<file path="config.mk">
export PLATFORM = sky130hd
export DESIGN_NAME = rtc_dualbank
export DESIGN_NICKNAME = d
export VERILOG_FILES = /design/src/rtl/rtc_pkg.sv /design/src/rtl/rtc_prescale.sv /design/src/rtl/rtc_count.sv /design/src/rtl/rtc_settle.sv /design/src/rtl/rtc_dualbank.sv
export SDC_FILE = /design/constraint.sdc
export NUM_CORES = 1
export LEC_CHECK = 0
export ABC_CLOCK_PERIOD_IN_PS = 2400
export BUFFER_PORTS_ARGS = -buffer_cell sky130_fd_sc_hd__clkbuf_2
export CORE_ASPECT_RATIO = 0.75
export CORE_MARGIN = 8
export CORE_UTILIZATION = 31
export CTS_BUF_LIST = sky130_fd_sc_hd__clkbuf_8 sky130_fd_sc_hd__clkbuf_16
export DETAILED_ROUTE_END_ITERATION = 12
export PLACE_DENSITY = 0.5
export SYNTH_ARGS = -nofsm -noshare
export SYNTH_HDL_FRONTEND = slang
export SYNTH_SLANG_ARGS = --single-unit
</file>
<file path="constraint.sdc">
create_clock -name clk -period 2.4 [get_ports clk]
set_input_delay 0.48 -clock clk [delete_from_list [all_inputs] [get_ports clk]]
set_output_delay 0.48 -clock clk [all_outputs]
set_load 0.005 [all_outputs]
</file>
<file path="src/rtl/rtc_pkg.sv">
package rtc_pkg;

  typedef struct packed {
    logic [7:0] year;
    logic [7:0] month;
    logic [7:0] date;
    logic [7:0] dow;
    logic [7:0] hour;
    logic [7:0] min;
    logic [7:0] sec;
  } rtc_time_t;

  localparam rtc_time_t RTC_RESET_TIME = '{
    year: 8'h00, month: 8'h01, date: 8'h01, dow: 8'h01,
    hour: 8'h00, min: 8'h00, sec: 8'h00
  };

  function automatic logic [7:0] bcd_inc(input logic [7:0] v);
    logic [7:0] r;
    if (v[3:0] == 4'd9) r = {v[7:4] + 4'd1, 4'd0};
    else                r = v + 8'd1;
    return r;
  endfunction

  // tens*10+ones is divisible by 4 exactly when 2*tens+ones is
  function automatic logic leap_year(input logic [7:0] y);
    logic [4:0] s;
    s = {y[7:4], 1'b0} + {1'b0, y[3:0]};
    return (s[1:0] == 2'b00);
  endfunction

  function automatic logic [7:0] last_date(input logic [7:0] month,
                                           input logic [7:0] year);
    logic [7:0] r;
    case (month)
      8'h02:                      r = leap_year(year) ? 8'h29 : 8'h28;
      8'h04, 8'h06, 8'h09, 8'h11: r = 8'h30;
      default:                    r = 8'h31;
    endcase
    return r;
  endfunction

  function automatic rtc_time_t next_time(input rtc_time_t t);
    rtc_time_t n;
    n = t;
    if (t.sec == 8'h59) begin
      n.sec = 8'h00;
      if (t.min == 8'h59) begin
        n.min = 8'h00;
        if (t.hour == 8'h23) begin
          n.hour = 8'h00;
          n.dow  = (t.dow == 8'h07) ? 8'h01 : bcd_inc(t.dow);
          if (t.date == last_date(t.month, t.year)) begin
            n.date = 8'h01;
            if (t.month == 8'h12) begin
              n.month = 8'h01;
              n.year  = (t.year == 8'h99) ? 8'h00 : bcd_inc(t.year);
            end else begin
              n.month = bcd_inc(t.month);
            end
          end else begin
            n.date = bcd_inc(t.date);
          end
        end else begin
          n.hour = bcd_inc(t.hour);
        end
      end else begin
        n.min = bcd_inc(t.min);
      end
    end else begin
      n.sec = bcd_inc(t.sec);
    end
    return n;
  endfunction

endpackage

</file>
<file path="src/rtl/rtc_prescale.sv">
module rtc_prescale #(
  parameter int TICKS_PER_SEC = 32768,
  parameter int FT_HALF       = 32
) (
  input  logic clk,
  input  logic rst_n,
  input  logic tick,
  input  logic run,
  input  logic restart,
  output logic sec_pulse,
  output logic ft_phase
);
  localparam int CW = $clog2(TICKS_PER_SEC);
  localparam int FW = $clog2(FT_HALF + 1);
  localparam logic [CW-1:0] LAST  = CW'(TICKS_PER_SEC - 1);
  localparam logic [FW-1:0] FLAST = FW'(FT_HALF - 1);

  logic [CW-1:0] cnt;
  logic [FW-1:0] fcnt;
  logic          phase;

  always_ff @(posedge clk) begin
    if (!rst_n)                cnt <= '0;
    else if (restart)          cnt <= '0;
    else if (tick && run)      cnt <= (cnt == LAST) ? '0 : cnt + 1'b1;
  end

  always_ff @(posedge clk) begin
    if (!rst_n) begin
      fcnt  <= '0;
      phase <= 1'b0;
    end else if (tick && run) begin
      if (fcnt == FLAST) begin
        fcnt  <= '0;
        phase <= ~phase;
      end else begin
        fcnt <= fcnt + 1'b1;
      end
    end
  end

  assign sec_pulse = tick && run && !restart && (cnt == LAST);
  assign ft_phase  = phase;
endmodule

</file>
<file path="src/rtl/rtc_count.sv">
module rtc_count
  import rtc_pkg::*;
(
  input  logic      clk,
  input  logic      rst_n,
  input  logic      load,
  input  rtc_time_t load_val,
  input  logic      advance,
  output rtc_time_t now
);
  rtc_time_t cur;

  always_ff @(posedge clk) begin
    if (!rst_n)       cur <= RTC_RESET_TIME;
    else if (load)    cur <= load_val;
    else if (advance) cur <= next_time(cur);
  end

  assign now = cur;
endmodule

</file>
<file path="src/rtl/rtc_settle.sv">
module rtc_settle #(
  parameter int SETTLE_TICKS = 17
) (
  input  logic clk,
  input  logic rst_n,
  input  logic tick,
  input  logic hold,
  output logic done
);
  localparam int SW = $clog2(SETTLE_TICKS + 1);
  localparam logic [SW-1:0] FULL = SW'(SETTLE_TICKS);

  logic [SW-1:0] cnt;

  always_ff @(posedge clk) begin
    if (!rst_n)                    cnt <= FULL;
    else if (hold)                 cnt <= '0;
    else if (tick && cnt != FULL)  cnt <= cnt + 1'b1;
  end

  assign done = (cnt == FULL);
endmodule

</file>
<file path="src/rtl/rtc_dualbank.sv">
module rtc_dualbank
  import rtc_pkg::*;
#(
  parameter int TICKS_PER_SEC = 32768,
  parameter int FT_HZ         = 512,
  parameter int SETTLE_TICKS  = 17
) (
  input  logic       clk,
  input  logic       rst_n,
  input  logic       osc_tick,
  input  logic [3:0] bus_addr,
  input  logic [7:0] bus_wdata,
  input  logic       bus_wr,
  input  logic       bus_rd,
  output logic [7:0] bus_rdata,
  output logic       ft_out
);
  localparam int FT_HALF = TICKS_PER_SEC / (2 * FT_HZ);

  localparam logic [3:0] A_CTRL  = 4'd0;
  localparam logic [3:0] A_SEC   = 4'd1;
  localparam logic [3:0] A_MIN   = 4'd2;
  localparam logic [3:0] A_HOUR  = 4'd3;
  localparam logic [3:0] A_DOW   = 4'd4;
  localparam logic [3:0] A_DATE  = 4'd5;
  localparam logic [3:0] A_MONTH = 4'd6;
  localparam logic [3:0] A_YEAR  = 4'd7;
  localparam logic [3:0] A_CFG   = 4'd8;
  localparam logic [3:0] A_WDOG  = 4'd9;

  logic       write_bit, read_bit, osc_stop;
  logic       ft_bit, ae_bit, wds_bit;
  logic [7:0] wdog_q;
  rtc_time_t  ext_q;
  rtc_time_t  int_time;
  logic [7:0] rdata_q;

  // named internal events
  logic run_en, sec_pulse, settle_done, ft_phase;
  logic mirror_en, host_time_wr, commit, ft_enable;

  assign run_en       = !osc_stop;
  assign host_time_wr = bus_wr && write_bit &&
                        (bus_addr >= A_SEC) && (bus_addr <= A_YEAR);
  assign commit       = bus_wr && (bus_addr == A_CTRL) && write_bit && !bus_wdata[7];
  assign mirror_en    = !read_bit && !write_bit && settle_done;
  assign ft_enable    = run_en && ft_bit && !ae_bit && (wds_bit || (wdog_q == 8'h00));

  rtc_prescale #(.TICKS_PER_SEC(TICKS_PER_SEC), .FT_HALF(FT_HALF)) u_pre (
    .clk(clk), .rst_n(rst_n), .tick(osc_tick), .run(run_en),
    .restart(commit), .sec_pulse(sec_pulse), .ft_phase(ft_phase)
  );

  rtc_count u_cnt (
    .clk(clk), .rst_n(rst_n), .load(commit), .load_val(ext_q),
    .advance(sec_pulse), .now(int_time)
  );

  rtc_settle #(.SETTLE_TICKS(SETTLE_TICKS)) u_set (
    .clk(clk), .rst_n(rst_n), .tick(osc_tick), .hold(read_bit), .done(settle_done)
  );

  // control, oscillator and test configuration
  always_ff @(posedge clk) begin
    if (!rst_n) begin
      write_bit <= 1'b0;
      read_bit  <= 1'b0;
      osc_stop  <= 1'b1;
      ft_bit    <= 1'b0;
      ae_bit    <= 1'b0;
      wds_bit   <= 1'b0;
      wdog_q    <= 8'h00;
    end else if (bus_wr) begin
      case (bus_addr)
        A_CTRL: begin
          write_bit <= bus_wdata[7];
          read_bit  <= bus_wdata[6];
        end
        A_SEC:  osc_stop <= bus_wdata[7];
        A_CFG: begin
          ft_bit  <= bus_wdata[0];
          ae_bit  <= bus_wdata[1];
          wds_bit <= bus_wdata[2];
        end
        A_WDOG: wdog_q <= bus_wdata;
        default: ;
      endcase
    end
  end

  // visible bank: staged by host or copied whole from the counting bank
  always_ff @(posedge clk) begin
    if (!rst_n) begin
      ext_q <= RTC_RESET_TIME;
    end else if (host_time_wr) begin
      case (bus_addr)
        A_SEC:   ext_q.sec   <= {1'b0, bus_wdata[6:0]};
        A_MIN:   ext_q.min   <= bus_wdata;
        A_HOUR:  ext_q.hour  <= bus_wdata;
        A_DOW:   ext_q.dow   <= bus_wdata;
        A_DATE:  ext_q.date  <= bus_wdata;
        A_MONTH: ext_q.month <= bus_wdata;
        default: ext_q.year  <= bus_wdata;
      endcase
    end else if (mirror_en) begin
      ext_q <= int_time;
    end
  end

  always_ff @(posedge clk) begin
    if (!rst_n) begin
      rdata_q <= 8'h00;
    end else if (bus_rd) begin
      case (bus_addr)
        A_CTRL:  rdata_q <= {write_bit, read_bit, 6'b0};
        A_SEC:   rdata_q <= {osc_stop, ext_q.sec[6:0]};
        A_MIN:   rdata_q <= ext_q.min;
        A_HOUR:  rdata_q <= ext_q.hour;
        A_DOW:   rdata_q <= ext_q.dow;
        A_DATE:  rdata_q <= ext_q.date;
        A_MONTH: rdata_q <= ext_q.month;
        A_YEAR:  rdata_q <= ext_q.year;
        A_CFG:   rdata_q <= {5'b0, wds_bit, ae_bit, ft_bit};
        A_WDOG:  rdata_q <= wdog_q;
        default: rdata_q <= 8'h00;
      endcase
    end
  end

  assign bus_rdata = rdata_q;
  assign ft_out    = ft_enable && ft_phase;
endmodule

</file>
==> run metrics <==
outcome finished, final reports clean; most frequent cell after synthesis dfxtp_1; layout cells sized above 1 23.17%; Initial DRC Count 1022; critical path startpoint category register; CTS tree done; n_diodes 0; CP max stage delay 0.58 ns; Compound-Gate Fraction of Synth Area between 20% and 30%; # rows 54; DIE HEIGHT 165.4 um; adder-cell share of the synthesized area around 4%; Ys Warns 0; Top Layer Used met4; Buf/Inv on CP 1; maximum number of pins on one net before global-route repair 33; clk root buf clkbuf_16; H-tree level count 4; vias in the first global route 8724; Post-CTS Hold Buffers 0; Detail Route met2 WL 12750 um; syn_area_per_cell just under 8 um^2; Yosys top cell by area dfxtp_1; IO buf count 25; hpwl dp 24500 um; Commonest cells post-synth dfxtp_1, a21oi_1, nor2_1; largest family of logic cells by synthesized area compound AO/OA/AOI/OAI gates; routed length per instance 19.17 um; max_slew headroom between 50% and 60%; worst path cell trace nand4_4, or4_4, nor4_4, buf_6, nand4_4, or4_4, a31oi_4; CP max-delay cell or4_4; fraction of registers with async set/reset 0%; Place WS -0.2990 ns; DRC 0; final core utilization 40.65%; Initial Util 31.60%; wl on met1 17410 um; initial antenna violation count 0; RePlAce Congestion 0.9253; CP Data Required Time around 2.8 ns; Setup crit end kind register; Final Hold Fails 0; Die Outline Area 0.03559 mm^2; RSZ-0062 raised after global routing true; mux cell area share after synthesis 2.021%; area delta synth->final 28.64%; Chip Width 215.2 um; period utilisation layout between 90% and 100%; Post-synth EDFFs 0; FF+latch count, synth between 150 and 200; HP Class in2reg; setup violators final 0; leakage power total 4.366 nW; Vias/cell ~5.6; Simple-Gate Fraction of Synth Area about a quarter; Top Family by Delay on Critical Path simple AND/OR/NAND/NOR gates; FILL cells 3008; num ports 26; Clock Skew 0.01300 ns; Synth Area in XOR/XNOR 2.659%; clock transition at the registers of the reported paths 0.07 ns; Post-Syn Area 0.009224 mm^2; max_cap viols 0; clk buf depth 2; fin nets approximately 1.4k; R2R setup slack between 0.03 and 0.04 ns; clock buffer count from CTS 17; fin crit period approximately 2.4 ns; max-slew violations 0; wirelength, routed 33250 um; Crit Path Class reg2reg; CP Data Arrival Time roughly 2.7 ns; top cell type's share of synthesized area 34.94%; ranking of synthesized cells by area dfxtp_1, a21oi_1, nor2_1, ha_1, nand2_1; VDD IR max 0.5286 mV; Setup WS post-layout 0.03206 ns; Worst-Margin Slew 0.6761 ns; total track usage between 10% and 20%; clock sinks 161; global-route wire length before repair 51680 um; core area about 0.029 mm^2; number of distinct library cells after synthesis between 70 and 80; total number of vias 9677; fmax approximately 420 MHz; power consumption 7.256 mW; register area share after synthesis 34.94%; post-synthesis net count 1238; dominant synthesized flop cell dfxtp_1; Mapped Cells approximately 1.2k; number of routed nets with antenna violations 0; met3 routed WL roughly 2700 um; Pre-antenna DRT Iters 5; Skew-Pair Late Insertion Delay 0.44 ns; GRT overflow 0; critical-path maximum fanout 5; Pwr Density 611.6 mW/mm^2
==> per-stage QoR <==
stage	TNS (ns)	cell area, um^2	hold WS (ns)	std cells
finish	0	11870	0.2915	1734
floorplan	-0.5328	9271	0.4393	1191
CTS	0	11710	0.2742	1731
global placement	-6.770	10970	0.4604	1694
global route	-0.1223	11870	0.2932	1734
detailed placement	-8.227	10970	0.4626	1694
==> where the power goes <==
group | switching, mW | internal (mW) | total (mW)
registers | 0.322 | 2.93 | 3.25
clock network | 1.20 | 1.65 | 2.85
logic | 0.704 | 0.445 | 1.15
==> timing repair <==
action	4_1_cts	5_1_grt
setup endpoints to repair	23	19
setup buffers	4	3
pin swaps	9	12
resized for setup	20	37
gates cloned	1	0
==> cells by family (layout without fill, tap and decap cells) <==
logic type	Yosys count	after routing
compound gates	383	383
xor+xnor	28	28
fa+ha+maj	30	30
buf+inv	118	268
flops	161	161
mux	18	18
simple gates	453	454
==> flip-flops by register name (all words and copies together), names as in the netlist <==
register / count
u_set.cnt: 5
read_bit: 1
ae_bit: 1
ext_q: 56
u_pre.ft_phase: 1
u_pre.cnt: 15
u_pre.fcnt: 6
osc_stop: 1
wdog_q: 8
wds_bit: 1
write_bit: 1
ft_bit: 1
u_cnt.now: 56
bus_rdata: 8
==> final timing paths <==
path                 from       endpoint  cells past startpoint
min          bus_wdata[3]      wdog_q[3]                      3
min reg2reg  bus_rdata[1]   bus_rdata[1]                      2
max reg2reg  u_pre.cnt[6]  u_cnt.now[51]                      7
max          u_pre.cnt[6]  u_cnt.now[51]                      7
==> cell type report <==
class	count	area (um^2)	area share (%)
flip-flops and latches	161	3237	27.28
repair buffers	206	1624	13.69
multi-input cells	913	5793	48.82
clock buffers	21	480.5	4.049
clock inverters	11	127.6	1.076
inverters	30	112.6	0.9491
well taps	392	490.5	4.134
==> worst register-to-register path, cell delays in order, from the launching register on <==
cell and delay, ns:
dfxtp_1 0.38, nand4_4 0.10, or4_4 0.59, nor4_4 0.24, buf_6 0.17, nand4_4 0.16
or4_4 0.47, a31oi_4 0.20
==> layout by cell type (no fill, tap or decap), types with 11 or more instances in the layout <==
cell,count
nand3_1,51
nand2_1,93
inv_1,27
and2_0,11
a21oi_1,141
clkbuf_2,25
o21ai_0,64
mux2i_1,13
nand4_1,17
dfxtp_1,150
dfxtp_2,11
clkbuf_16,17
a211oi_1,42
xor2_1,14
ha_1,26
nor2b_1,15
nand2b_1,19
xnor2_1,14
nor2_1,119
nor3_1,42
buf_4,167
a31oi_1,18
==> per-layer routing <==
metal,global-route usage [%],vias up
met5,0,-
met4,4.231,0
met3,3.786,32
met2,24.51,395
met1,28.78,4564
li1,-,4686
Note: power is estimated with default switching activity, not from simulation.
